## config.mk

```make
export PLATFORM = sky130hd
export DESIGN_NAME = ctl_xfer_tracker
export DESIGN_NICKNAME = d
export VERILOG_FILES = /design/src/rtl/ctl_trk_pkg.sv /design/src/rtl/ctl_setup_fields.sv /design/src/rtl/ctl_len_guard.sv /design/src/rtl/ctl_xfer_tracker.sv
export SDC_FILE = /design/constraint.sdc
export NUM_CORES = 1
export LEC_CHECK = 0
export BUFFER_PORTS_ARGS = -buffer_cell sky130_fd_sc_hd__buf_2
export CAP_MARGIN = 20
export CORE_MARGIN = 2
export CORE_UTILIZATION = 47
export CTS_CLUSTER_SIZE = 16
export DETAILED_ROUTE_END_ITERATION = 7
export PLACE_DENSITY_LB_ADDON = 0.05
export SYNTH_ARGS = -nofsm -noshare
export SYNTH_HDL_FRONTEND = slang
export SYNTH_HIERARCHICAL = 1
export SYNTH_SLANG_ARGS = --single-unit
```

## constraint.sdc

```tcl
create_clock -name clk -period 3.7 [get_ports clk]
set_clock_uncertainty 0.1 [all_clocks]
set_input_delay 0.555 -clock clk [delete_from_list [all_inputs] [get_ports clk]]
set_output_delay 0.555 -clock clk [all_outputs]
set_load 0.005 [all_outputs]
```

## src/rtl/ctl_trk_pkg.sv

```systemverilog
package ctl_trk_pkg;

    localparam int SETUP_BYTES = 8;
    localparam int SETUP_W     = SETUP_BYTES * 8;
    localparam int WLEN_W      = 16;
    localparam int CNT_W       = WLEN_W + 1;

    typedef enum logic [2:0] {
        STG_IDLE     = 3'd0,
        STG_DATA_OUT = 3'd1,
        STG_DATA_IN  = 3'd2,
        STG_STAT_IN  = 3'd3,
        STG_STAT_OUT = 3'd4,
        STG_STALL    = 3'd5
    } stage_e;

    typedef struct packed {
        stage_e              stage;
        logic                to_host;
        logic [WLEN_W-1:0]   wlen;
        logic [CNT_W-1:0]    cnt;
        logic                cmd_ok;
        logic                done;
    } trk_state_t;

endpackage

```

## src/rtl/ctl_setup_fields.sv

```systemverilog
module ctl_setup_fields
    import ctl_trk_pkg::*;
(
    input  logic [SETUP_W-1:0] pkt_i,
    output logic               to_host_o,
    output logic [WLEN_W-1:0]  wlen_o,
    output logic               zero_len_o
);

    logic [7:0] byte_q [SETUP_BYTES];

    for (genvar k = 0; k < SETUP_BYTES; k++) begin : g_split
        assign byte_q[k] = pkt_i[8*k +: 8];
    end

    // Direction is the top bit of the request-type byte; length is bytes 6/7, low first.
    assign to_host_o  = byte_q[0][7];
    assign wlen_o     = {byte_q[7], byte_q[6]};
    assign zero_len_o = (wlen_o == '0);

    logic unused_fields;
    assign unused_fields = ^{byte_q[0][6:0], byte_q[1], byte_q[2],
                             byte_q[3], byte_q[4], byte_q[5]};

endmodule

```

## src/rtl/ctl_len_guard.sv

```systemverilog
module ctl_len_guard #(
    parameter int LIM_W = 16,
    parameter int PKT_W = 7
) (
    input  logic [LIM_W:0]   cnt_i,
    input  logic [PKT_W-1:0] len_i,
    input  logic [LIM_W-1:0] lim_i,
    output logic [LIM_W:0]   sum_o,
    output logic             over_o
);

    localparam int PAD_W = LIM_W + 1 - PKT_W;

    assign sum_o  = cnt_i + {{PAD_W{1'b0}}, len_i};
    assign over_o = (sum_o > {1'b0, lim_i});

endmodule

```

## src/rtl/ctl_xfer_tracker.sv

```systemverilog
module ctl_xfer_tracker
    import ctl_trk_pkg::*;
#(
    parameter int PKT_LEN_W = 7
) (
    input  logic                 clk,
    input  logic                 rst_n,
    input  logic                 usb_reset,
    input  logic                 setup_evt,
    input  logic [SETUP_W-1:0]   setup_pkt,
    input  logic                 tok_in,
    input  logic                 tok_out,
    input  logic [PKT_LEN_W-1:0] tok_len,
    input  logic                 dec_strobe,
    input  logic                 dec_ok,
    output logic [2:0]           stage,
    output logic                 status_phase,
    output logic                 zlp_req,
    output logic                 stall,
    output logic                 xfer_done
);

    localparam trk_state_t RESET_STATE = '0;

    trk_state_t st_q, st_d;

    logic              su_to_host;
    logic [WLEN_W-1:0] su_wlen;
    logic              su_zero;
    logic [CNT_W-1:0]  sum;
    logic              over;

    ctl_setup_fields u_fields (
        .pkt_i      (setup_pkt),
        .to_host_o  (su_to_host),
        .wlen_o     (su_wlen),
        .zero_len_o (su_zero)
    );

    ctl_len_guard #(
        .LIM_W (WLEN_W),
        .PKT_W (PKT_LEN_W)
    ) u_guard (
        .cnt_i  (st_q.cnt),
        .len_i  (tok_len),
        .lim_i  (st_q.wlen),
        .sum_o  (sum),
        .over_o (over)
    );

    logic active;
    logic t_in;
    logic t_out;

    assign active = (st_q.stage != STG_IDLE) && (st_q.stage != STG_STALL);
    assign t_in   = tok_in;
    assign t_out  = tok_out & ~tok_in;

    always_comb begin
        st_d      = st_q;
        st_d.done = 1'b0;
        if (usb_reset) begin
            st_d = RESET_STATE;
        end else if (setup_evt) begin
            st_d.to_host = su_to_host;
            st_d.wlen    = su_wlen;
            st_d.cnt     = '0;
            st_d.cmd_ok  = 1'b0;
            if (su_zero)
                st_d.stage = STG_STAT_IN;
            else if (su_to_host)
                st_d.stage = STG_DATA_IN;
            else
                st_d.stage = STG_DATA_OUT;
        end else if (active && dec_strobe && !dec_ok) begin
            st_d.stage = STG_STALL;
        end else begin
            if (active && dec_strobe && dec_ok)
                st_d.cmd_ok = 1'b1;
            unique case (st_q.stage)
                STG_DATA_OUT: begin
                    if (t_in) begin
                        st_d.stage = STG_STAT_IN;
                    end else if (t_out) begin
                        if (over) st_d.stage = STG_STALL;
                        else      st_d.cnt   = sum;
                    end
                end
                STG_DATA_IN: begin
                    if (t_out) begin
                        st_d.stage = STG_STAT_OUT;
                    end else if (t_in) begin
                        if (over) st_d.stage = STG_STALL;
                        else      st_d.cnt   = sum;
                    end
                end
                STG_STAT_IN: begin
                    if (t_out) begin
                        st_d.stage = STG_STALL;
                    end else if (t_in && st_q.cmd_ok) begin
                        st_d.stage = STG_IDLE;
                        st_d.done  = 1'b1;
                    end
                end
                STG_STAT_OUT: begin
                    if (t_in) begin
                        st_d.stage = STG_STALL;
                    end else if (t_out && st_q.cmd_ok) begin
                        st_d.stage = STG_IDLE;
                        st_d.done  = 1'b1;
                    end
                end
                default: begin
                end
            endcase
        end
    end

    always_ff @(posedge clk or negedge rst_n) begin
        if (!rst_n) st_q <= RESET_STATE;
        else        st_q <= st_d;
    end

    assign stage        = st_q.stage;
    assign status_phase = (st_q.stage == STG_STAT_IN) || (st_q.stage == STG_STAT_OUT);
    assign zlp_req      = (st_q.stage == STG_STAT_IN) && st_q.cmd_ok;
    assign stall        = (st_q.stage == STG_STALL);
    assign xfer_done    = st_q.done;

endmodule

```

==> flow_metrics.tcl <==
set metrics [dict create \
    worst_pin_slew_ns 0.890 \
    yosysTopAreaCell "dfrtp_1" \
    critPathMaxStageDelay_ns 0.41 \
    tns_ns -2.38 \
    cts.sinks 38 \
    synth_top_family_by_area "compound AO/OA/AOI/OAI gates" \
    cp_max_fo 4 \
    synth_fa_ha_area_share_pct 10.7 \
    cts_hold_repair.buffers 0 \
    cts_root_buffer "clkbuf_8" \
    vias_per_cell 5.30 \
    nets 461 \
    setup_viol 19 \
    firstDrtPassIters 4 \
    hold_viol 0 \
    place_area_um2 3200 \
    peakVddDrop_mv 0.247 \
    rrSetupSlack_ns -0.16 \
    critical_path_required_ns 3.78 \
    critPathKind "flop to flop" \
    cp_slowest_cell "dfrtp_1" \
    layout_common_cells "buf_2 (38), dfrtp_1 (38), buf_4 (33)" \
    timing.final.ws_setup_ns -0.157 \
    synth_compound_area_share_pct 18.3 \
    vias 2302 \
    timing.fmax_mhz 259 \
    syn2layout_area_growth_pct 23.4 \
    violations "negative setup slack" \
    num_io_pins 86 \
    relSlewSlack_pct 40.6 \
    dp_slack_ns -0.558 \
    grt_pass1_vias 2150 \
    rr_worst_depth 17 \
    end_kind "flop" \
    core_um2 5920 \
    synth_top_area_share_pct 33.1 \
    cts_tree "built" \
    synthArstFlopShare_pct 100 \
    synth_ff_type "dfrtp_1" \
    top_layer_used "met4" \
    grt.overflow.total 0 \
    dr_wl_met3_um 223 \
    rsz0062_at_grt "true" \
    synth_area_leaders "dfrtp_1 (33%), ha_1 (10%), mux2i_1 (5.6%)" \
    r2r_end "st_q[2]" \
    port_buffers 38 \
    rr_startpoint "st_q[2]" \
    antenna_left 0 \
    synth_nets 408 \
    met2_length_um 3080 \
    start_util_pct 48.5 \
    final_max_slew_viol_count 0 \
    routed_wl_um 6710 \
    cp_top_family "compound AO/OA/AOI/OAI gates" \
    antenna_cells 0 \
    synthSimpleGateAreaFrac_pct 15.8 \
    worstSkewPairLatency_ns 0.29 \
    ys_seq_area_share_pct 33.1 \
    grt_pass1_wl_um 10400 \
    final_area_um2 3540 \
    synth_cell_types 60 \
    die_h_um 82.2 \
    antenna_found_initial 0 \
    synthMuxAreaShare_pct 5.58 \
    cts_max_level 2 \
    cts_made_buffers 5 \
    post-route-drc-count 0 \
    num_rows 28 \
    yosys_warnings 6 \
    path_buf_inv 2 \
    die_area_um2 6750 \
    finalCritPeriodShare_pct 104 \
    drt-met1-wl_um 3300 \
    power_leakage_nw 1.77 \
    start_kind "flop" \
    die_x_um 82.2 \
    grt_max_degree 39 \
    p_per_area_nw_per_um2 327 \
    cpMostUsedCell "ha_4" \
    syn_area_per_cell_um2 9.41 \
    drt-initial-drc-count 52 \
    synth_xor_area_share_pct 5.14 \
    status "finished with violations" \
    ys_ff_latch 38 \
    drive_gt1_share_pct 30.9 \
    cp.arrival_ns 3.94 \
    gr-usage-all-layers_pct 20.6 \
    cap_violations 0 \
    gp_congestion 0.861 \
    wl_per_cell_um 15.5 \
    min_path_type "primary input to async pin" \
    total_power_mw 1.16 \
    syn_inst 305 \
    syn_area_um2 2870 \
    clk_path_buf_depth 2 \
    path_clk_slew_ns 0.08 \
    hpwlAfterDp_um 4770 \
    cp_cell_sequence "ha_4 > inv_2 > fa_2 > and2b_1 > o221ai_2 > and2_4 > nor2_4 > xor2_2 > ha_4 > a2111oi_4 > o21ai_1 > a211o_1 > a21o_4 > nor3_4 > a21boi_4 > clkbuf_16 > a22o_1" \
    synth_edf_count 0 \
    min_period_ns 3.86 \
]
==> power breakdown <==
group / total (mW) / switching [mW] / internal [mW]
Combinational: 0.254 / 0.132 / 0.122
Clock: 0.445 / 0.157 / 0.288
Sequential: 0.458 / 0.0269 / 0.431
==> repair_timing <==
item | 4_1_cts | 5_1_grt
buffers inserted | 1 | 3
pin swaps | 12 | 20
resized for setup | 9 | 8
setup endpoints to repair | 20 | 20
gates cloned | 0 | 2
==> through the flow <==
stage,util (%),cells,hold WS (ns)
after floorplan,-,305,0.159
after global placement,54.0,420,0.402
after detailed placement,54.0,420,0.413
after CTS,57.3,429,0.309
after global routing,59.8,434,0.354
final,59.8,434,0.283
==> flip-flops by register name, summed over array words and instances, names as in the netlist <==
name       cells
xfer_done      1
stage          3
st_q          34
==> final cells by class <==
| cell class | count | area, µm² |
|---|---|---|
| Multi-Input combinational cell | 210 | 1720 |
| Fill cell | 555 | 2380 |
| Clock buffer | 6 | 82.6 |
| Tap cell | 75 | 93.8 |
| Sequential cell | 38 | 951 |
| Inverter | 27 | 101 |
| Timing Repair Buffer | 76 | 539 |
| Clock inverter | 2 | 60.1 |
==> cell usage after synthesis (all sizes together), types with 2 or more instances <==
cell type / n
a21boi: 2
xor2: 6
nor4: 5
and3: 5
nor3: 3
or3: 2
o21ai: 11
nor2: 23
and4: 4
inv: 27
nand4: 3
nand2b: 5
a21o: 3
o22ai: 3
mux2i: 16
dfrtp: 38
xnor2: 10
ha: 23
and2: 2
o21a: 3
nand3: 10
nand2: 8
a22o: 17
a31oi: 4
buf: 29
a21oi: 17
nor2b: 4
o211ai: 5
==> metal layers <==
| layer | track usage [%] | vias up |
|---|---|---|
| met5 | 0 | - |
| met2 | 32.2 | 48 |
| li1 | - | 1176 |
| met4 | 5.50 | 0 |
| met1 | 29.6 | 1071 |
| met3 | 3.26 | 7 |
==> cell families after synthesis <==
| logic type | after synthesis |
|---|---|
| mux | 16 |
| compound gates | 73 |
| simple gates | 81 |
| flops | 38 |
| buf+inv | 57 |
| fa+ha+maj | 24 |
| xor+xnor | 16 |
==> worst register-to-register path, delay by kind of cell, from the launching register on <==
family / cells / cell delay (ns)
xor gates and xnor gates: 1 / 0.23
adders and majority gates: 3 / 0.75
buffers and inverters: 2 / 0.22
DFF: 1 / 0.41
and+or+nand+nor: 4 / 0.71
AOI/OAI and AO/OA: 7 / 1.34
==> how the worst max path moves through the flow <==
stage	from	endpoint	cells after the start
finish	st_q[2]	st_q[2]	17
global route	st_q[2]	st_q[2]	18
CTS	st_q[2]	stage[2]	18
detailed placement	tok_len[0]	st_q[8]	17
global placement	tok_len[0]	stage[2]	19
floorplan	tok_len[0]	st_q[5]	18
Note: power is estimated with default switching activity, not from simulation.
